**src/rtl/rx_pkt_filter_pkg.sv**
```systemverilog
package rx_pkt_filter_pkg;

  typedef enum logic [1:0] {
    ADDR_OFF    = 2'b00,
    ADDR_EXACT  = 2'b01,
    ADDR_BC0    = 2'b10,
    ADDR_BC0_FF = 2'b11
  } addr_mode_e;

  typedef enum logic [1:0] {
    ST_IDLE,
    ST_LEN,
    ST_ADDR,
    ST_PAY
  } rx_state_e;

endpackage

```
**src/rtl/rx_pf_addr_cmp.sv**
```systemverilog
module rx_pf_addr_cmp
  import rx_pkt_filter_pkg::*;
#(
  parameter int DATA_W = 8
) (
  input  logic [1:0]        mode_i,
  input  logic [DATA_W-1:0] node_i,
  input  logic [DATA_W-1:0] addr_i,
  output logic              ok_o
);
  localparam logic [DATA_W-1:0] BC_ZERO = '0;
  localparam logic [DATA_W-1:0] BC_ONES = {DATA_W{1'b1}};

  logic hit_node, hit_zero, hit_ones;

  assign hit_node = (addr_i == node_i);
  assign hit_zero = (addr_i == BC_ZERO);
  assign hit_ones = (addr_i == BC_ONES);

  always_comb begin
    unique case (addr_mode_e'(mode_i))
      ADDR_OFF:    ok_o = 1'b1;
      ADDR_EXACT:  ok_o = hit_node;
      ADDR_BC0:    ok_o = hit_node | hit_zero;
      ADDR_BC0_FF: ok_o = hit_node | hit_zero | hit_ones;
      default:     ok_o = 1'b0;
    endcase
  end

  always_comb begin
    if (mode_i == 2'b01) begin
      AST_EXACT_ONLY_NODE: assert (ok_o == hit_node);
    end
  end
endmodule

```
**src/rtl/rx_pf_len_ctr.sv**
```systemverilog
module rx_pf_len_ctr #(
  parameter int LEN_W = 7
) (
  input  logic             clk,
  input  logic             rst,
  input  logic             load_i,
  input  logic [LEN_W-1:0] load_val_i,
  input  logic             dec_i,
  output logic             last_o
);
  localparam logic [LEN_W-1:0] ONE = LEN_W'(1);

  logic [LEN_W-1:0] rem;

  always_ff @(posedge clk) begin
    if (rst) begin
      rem <= '0;
    end else if (load_i) begin
      rem <= load_val_i;
    end else if (dec_i) begin
      rem <= rem - ONE;
    end
  end

  assign last_o = (rem == ONE);

  AST_NO_UNDERFLOW: assert property (@(posedge clk) disable iff (rst)
    (dec_i && !load_i) |-> (rem != '0));
endmodule

```
**src/rtl/rx_pkt_filter.sv**
```systemverilog
module rx_pkt_filter
  import rx_pkt_filter_pkg::*;
#(
  parameter int DATA_W = 8,
  parameter int LEN_W  = 7
) (
  input  logic              clk,
  input  logic              rst,
  input  logic              cfg_var_len_i,
  input  logic [LEN_W-1:0]  cfg_len_i,
  input  logic [DATA_W-1:0] cfg_node_i,
  input  logic [1:0]        cfg_addr_mode_i,
  input  logic              sop_i,
  input  logic              byte_vld_i,
  input  logic [DATA_W-1:0] byte_i,
  output logic              fifo_wr_o,
  output logic [DATA_W-1:0] fifo_data_o,
  output logic              flush_o,
  output logic              pkt_done_o,
  output logic              addr_irq_o
);
  rx_state_e        state;
  logic             addr_ok, ctr_last, ctr_load, ctr_dec;
  logic [LEN_W-1:0] ctr_val;
  logic             len_too_big, len_zero, addr_on, fixed_empty;
  rx_state_e        first_data_st;

  assign len_too_big   = (byte_i > DATA_W'(cfg_len_i));
  assign len_zero      = (byte_i == '0);
  assign addr_on       = (cfg_addr_mode_i != ADDR_OFF);
  assign fixed_empty   = (cfg_len_i == '0);
  assign first_data_st = addr_on ? ST_ADDR : ST_PAY;

  rx_pf_addr_cmp #(.DATA_W(DATA_W)) u_cmp (
    .mode_i (cfg_addr_mode_i),
    .node_i (cfg_node_i),
    .addr_i (byte_i),
    .ok_o   (addr_ok)
  );

  always_comb begin
    ctr_load = 1'b0;
    ctr_val  = cfg_len_i;
    ctr_dec  = 1'b0;
    if (sop_i) begin
      ctr_load = !cfg_var_len_i;
    end else if (byte_vld_i) begin
      unique case (state)
        ST_LEN: begin
          if (!len_too_big && !len_zero) begin
            ctr_load = 1'b1;
            ctr_val  = byte_i[LEN_W-1:0];
          end
        end
        ST_ADDR: ctr_dec = addr_ok;
        ST_PAY:  ctr_dec = 1'b1;
        default: ;
      endcase
    end
  end

  rx_pf_len_ctr #(.LEN_W(LEN_W)) u_ctr (
    .clk        (clk),
    .rst        (rst),
    .load_i     (ctr_load),
    .load_val_i (ctr_val),
    .dec_i      (ctr_dec),
    .last_o     (ctr_last)
  );

  always_ff @(posedge clk) begin
    if (rst) begin
      state       <= ST_IDLE;
      fifo_wr_o   <= 1'b0;
      fifo_data_o <= '0;
      flush_o     <= 1'b0;
      pkt_done_o  <= 1'b0;
      addr_irq_o  <= 1'b0;
    end else begin
      fifo_wr_o  <= 1'b0;
      flush_o    <= 1'b0;
      pkt_done_o <= 1'b0;
      addr_irq_o <= 1'b0;
      if (sop_i) begin
        flush_o <= (state != ST_IDLE);
        if (cfg_var_len_i) begin
          state <= ST_LEN;
        end else if (fixed_empty) begin
          pkt_done_o <= 1'b1;
          state      <= ST_IDLE;
        end else begin
          state <= first_data_st;
        end
      end else if (byte_vld_i) begin
        unique case (state)
          ST_LEN: begin
            if (len_too_big) begin
              flush_o <= 1'b1;
              state   <= ST_IDLE;
            end else if (len_zero) begin
              pkt_done_o <= 1'b1;
              state      <= ST_IDLE;
            end else begin
              state <= first_data_st;
            end
          end
          ST_ADDR: begin
            if (addr_ok) begin
              fifo_wr_o   <= 1'b1;
              fifo_data_o <= byte_i;
              addr_irq_o  <= 1'b1;
              if (ctr_last) begin
                pkt_done_o <= 1'b1;
                state      <= ST_IDLE;
              end else begin
                state <= ST_PAY;
              end
            end else begin
              flush_o <= 1'b1;
              state   <= ST_IDLE;
            end
          end
          ST_PAY: begin
            fifo_wr_o   <= 1'b1;
            fifo_data_o <= byte_i;
            if (ctr_last) begin
              pkt_done_o <= 1'b1;
              state      <= ST_IDLE;
            end
          end
          default: ;
        endcase
      end
    end
  end

  AST_IRQ_ON_WRITE: assert property (@(posedge clk) disable iff (rst)
    addr_irq_o |-> fifo_wr_o);
  AST_LEN_NOT_WRITTEN: assert property (@(posedge clk) disable iff (rst)
    (state == ST_LEN && byte_vld_i && !sop_i) |=> !fifo_wr_o);
  AST_LEN_DISCARD: assert property (@(posedge clk) disable iff (rst)
    (state == ST_LEN && byte_vld_i && !sop_i && len_too_big) |=> (flush_o && !pkt_done_o));
  AST_ADDR_REJECT: assert property (@(posedge clk) disable iff (rst)
    (state == ST_ADDR && byte_vld_i && !sop_i && !addr_ok) |=> (flush_o && !fifo_wr_o));
  AST_IDLE_QUIET: assert property (@(posedge clk) disable iff (rst)
    (state == ST_IDLE && !sop_i) |=> (!fifo_wr_o && !flush_o && !pkt_done_o));
  AST_NO_WRITE_AND_FLUSH: assert property (@(posedge clk) disable iff (rst)
    !(fifo_wr_o && flush_o));
endmodule

```
**config.mk**
```make
export PLATFORM = sky130hd
export DESIGN_NAME = rx_pkt_filter
export DESIGN_NICKNAME = d
export VERILOG_FILES = /design/src/rtl/rx_pkt_filter_pkg.sv /design/src/rtl/rx_pf_addr_cmp.sv /design/src/rtl/rx_pf_len_ctr.sv /design/src/rtl/rx_pkt_filter.sv
export SDC_FILE = /design/constraint.sdc
export NUM_CORES = 1
export LEC_CHECK = 0
export BUFFER_PORTS_ARGS = -buffer_cell sky130_fd_sc_hd__buf_2
export CAP_MARGIN = 40
export CORE_UTILIZATION = 54
export CTS_BUF_LIST = sky130_fd_sc_hd__clkbuf_4 sky130_fd_sc_hd__clkbuf_8
export DETAILED_ROUTE_END_ITERATION = 8
export HOLD_SLACK_MARGIN = 0.05
export PLACE_DENSITY = 0.85
export SETUP_SLACK_MARGIN = 0.4
export SLEW_MARGIN = 40
export SYNTH_ARGS = -nofsm -noshare
export SYNTH_HDL_FRONTEND = slang
export SYNTH_SLANG_ARGS = --single-unit
```
**constraint.sdc**
```tcl
create_clock -name clk -period 1.9 [get_ports clk]
set_input_delay 0.19 -clock clk [delete_from_list [all_inputs] [get_ports clk]]
set_output_delay 0.19 -clock clk [all_outputs]
set_load 0.02 [all_outputs]
```
==> impl_results.md <==
- Internal power: 0.000765 W
- Starting utilization of the core area: 57.5%
- Final Total Pwr: 0.00123 W
- IO Pins: 42
- Number of instances on the worst hold path: 3
- Total power density per cell area: 535 nW/um2
- Share of total power in combinational logic: 40.0%
- Final antenna-violating net count: 0
- Prevailing post-synth register cell: dfxtp_1
- Final Wtd Congestion: 0.879
- Worst EP arrival: 2060 ps
- Max-slew headroom at the worst pin: 69.0%
- Number of antenna violations at the first check in global routing: 0
- Horiz. Die Dim: 56.2 um
- I/O Buffers: 41
- Switching power as a share of total power: 37.6%
- Async SR Flop Fraction: 0%
- Total Die Area: 3160 um2
- Maximum count of clock buffers along a single path: 2
- Netlist area before placement: 1590 um2
- Endpoints failing setup: 0
- Number of pins exceeding their max-slew limit in the final report: 0
- Final worst-path setup slack: 84.5 ps
- Antenna diodes: 0
- Most common library cell in the layout ignoring fill and taps: buf_2
- GRT Resource Usage Total: 35.7%
- Number of optimization iterations in the first detailed-route pass: 6
- Summed negative setup slack over all endpoints: 0 ps
- Root cell of the clock tree: clkbuf_4
- Number of maximum-capacitance constraint violations: 0
- Floorplan Core Area: 2760 um2
- Synth warn: 0
- Setup repair after global routing missed its margin: yes
- Wirelength per Cell: 20.0 um
- Number of levels the H-tree was split into: 1
- Peak supply drop: 0.000673 V
- Number of flip-flops and latches in the synthesized netlist: 21
- Fmax: 551 MHz
- Share of final-layout standard cells stronger than drive strength 1: 42.3%
- Required @ worst endpoint: 2150 ps
- Sw power: 0.000461 W
- Setup clock skew after layout: 2.17 ps
- Core occupancy in the finished layout: 83.0%
- Maximum net fanout on the critical path: 5
- Total DRC errors in the routed layout: 0
- Gr ovfl total: 0
- Setup crit end kind: register
- Count of different cell masters after synthesis: 41
- Pre-CTS setup slack: -77.2 ps
- CTS tree: built
- Post-synthesis instance total: 198
- Post-synthesis sequential area ratio: 26.5%
- Height of the die: 56.2 um
- Count of cells along the worst register-to-register path: 8
- Static leakage: 0.985 nW
- Transition time of the tightest slew-check pin: 464 ps
- DRT iter0 DRCs: 196
- Overall via count from detail_route: 1993
- Total length of routed wires: 5930 um
- Largest net degree at the start of global routing: 18
- Net count after synthesis: 242
- Post-synthesis to final-layout area growth: 44.4%
- Count of clock tree sinks: 21
- Hold-fix buffers, CTS: 0
- Sum of net half-perimeters after detailed placement: 3600 um
- EDFF count, synth: 0
- Crit path time final: 1820 ps
- Worst R2R Setup Slack: 170 ps
- Number of global-route vias before repair: 1907
- First-pass GRT wire length: 8790 um
- Synthesized area divided by synthesized cell count: 8.01 um2
- Proportion of power drawn by flip-flops and latches: 40.6%
- Net count of the finished layout: 310
- Insertion delay of the later-clocked pin in the worst-skew pair: 320 ps
- Power share of the clock group: 19.3%
- CTS clk-pin slew, worst paths: 130 ps
- Number of filler instances in the final layout: 153
- Commonest non-fill, non-tap cells in the layout: buf_2 (39), buf_4 (24), nand2_1 (19)
- Category of the worst setup path launch point: input pin
- Hold violation count in the final report: 0
- Period utilisation layout: 95.6%
- Setup CP Type: input pin to register
- Worst hold slack after final layout: 191 ps
- Class of the worst hold path: input pin to register
- Run status: complete, no violations
- Standard-cell rows: 19
- Number of buffers inserted during clock tree synthesis: 3
- Via-to-Cell Ratio: 6.73
[repair_timing]
| action | in CTS | in global routing |
|---|---|---|
| gates resized for setup | 26 | 13 |
| cloned | 1 | 0 |
| setup buffers | 4 | 1 |
| endpoints found under the setup margin | 17 | 19 |
| pin swaps | 12 | 10 |
[final timing paths]
check                              start                          end
max                            byte_i[1]    u_ctr.rem[6]$_SDFFE_PP0P_
min reg2reg  fifo_data_o[4]$_SDFFE_PP0P_  fifo_data_o[4]$_SDFFE_PP0P_
max reg2reg        state[1]$_SDFFE_PP0P_    u_ctr.rem[0]$_SDFFE_PP0P_
min                            byte_i[7]  fifo_data_o[7]$_SDFFE_PP0P_
[worst max-delay path: stages]
cell      delay, ps
buf_2           180
ha_4            230
nor2b_1         130
o211ai_1        300
nand2_1         190
o31ai_4         280
a211o_1         290
nor2_1           80
a311oi_2        170
[per-layer routing]
layer	routed length, um	vias up	GRT usage (%)
li1	-	856	-
met1	2200	888	44.4
met2	2710	190	61.9
met3	622	59	4.19
met4	392	0	15.3
met5	0	-	0
[cells in the mapped netlist (2+ instances only)]
| cell | count | area (um2) |
|---|---|---|
| nand2_1 | 22 | 82.6 |
| dfxtp_1 | 21 | 420 |
| nor2_1 | 16 | 60.1 |
| ha_1 | 14 | 175 |
| inv_1 | 13 | 48.8 |
| a21oi_1 | 11 | 55.1 |
| xor2_1 | 10 | 87.6 |
| mux2i_1 | 8 | 80.1 |
| nor4_1 | 7 | 43.8 |
| o211ai_1 | 7 | 52.6 |
| o21ai_0 | 6 | 30.0 |
| a31oi_1 | 5 | 31.3 |
| nand3_1 | 5 | 25.0 |
| nand4_1 | 4 | 25.0 |
| o21ai_1 | 4 | 20.0 |
| and3_1 | 3 | 18.8 |
| nand2b_1 | 3 | 18.8 |
| nor2b_1 | 3 | 18.8 |
| nor3_1 | 3 | 15.0 |
| o31ai_1 | 3 | 22.5 |
| a211oi_1 | 2 | 15.0 |
| a21o_1 | 2 | 15.0 |
| a21oi_2 | 2 | 17.5 |
| a22oi_1 | 2 | 15.0 |
| and2_1 | 2 | 12.5 |
| buf_4 | 2 | 15.0 |
| buf_6 | 2 | 22.5 |
| nand3b_1 | 2 | 15.0 |
| xnor2_1 | 2 | 17.5 |
[layout make-up]
type / instances / area [um2] / share of cell area (%)
clock buffer: 3 / 22.5 / 0.984
clock inverter: 1 / 5.00 / 0.219
inverter: 13 / 61.3 / 2.68
multi-input combinational: 159 / 1300 / 56.7
sequential: 21 / 427 / 18.6
tap: 31 / 38.8 / 1.69
timing repair buffer: 68 / 437 / 19.1
[sequential cells by signal, indices dropped and copies added (netlist names)]
signal and flops:
fifo_wr_o 1, u_ctr.rem 7, state 2, addr_irq_o 1
fifo_data_o 8, pkt_done_o 1, flush_o 1
[cell families (layout without fill, tap and decap cells)]
kind of cell / after synthesis / in the layout / synth area share [%]
DFF: 21 / 21 / 26.5
xor gates and xnor gates: 12 / 12 / 6.63
AOI/OAI and AO/OA: 51 / 52 / 21.5
buffers and inverters: 19 / 85 / 6.55
muxes: 8 / 8 / 5.05
and+or+nand+nor: 73 / 73 / 22.7
adders and majority gates: 14 / 14 / 11.0
[per-stage QoR]
| step | instance area [um2] | std cells |
|---|---|---|
| after floorplan | 1690 | 198 |
| after global placement | 2050 | 286 |
| after detailed placement | 2050 | 286 |
| after CTS | 2220 | 295 |
| after global routing | 2290 | 296 |
| final | 2290 | 296 |
[power groups by stage]
| stage | sequential (W) | clock, W | combinational [W] |
|---|---|---|---|
| final | 0.000498 | 0.000237 | 0.000491 |
| after detailed placement | 0.000500 | 0 | 0.000388 |
| after global routing | 0.000500 | 0.000247 | 0.000517 |
| after global placement | 0.000499 | 0 | 0.000377 |
| after floorplan | 0.000500 | 0 | 0.000234 |
| after CTS | 0.000491 | 0.000226 | 0.000434 |
No activity file was read; power rests on OpenSTA's default activity.
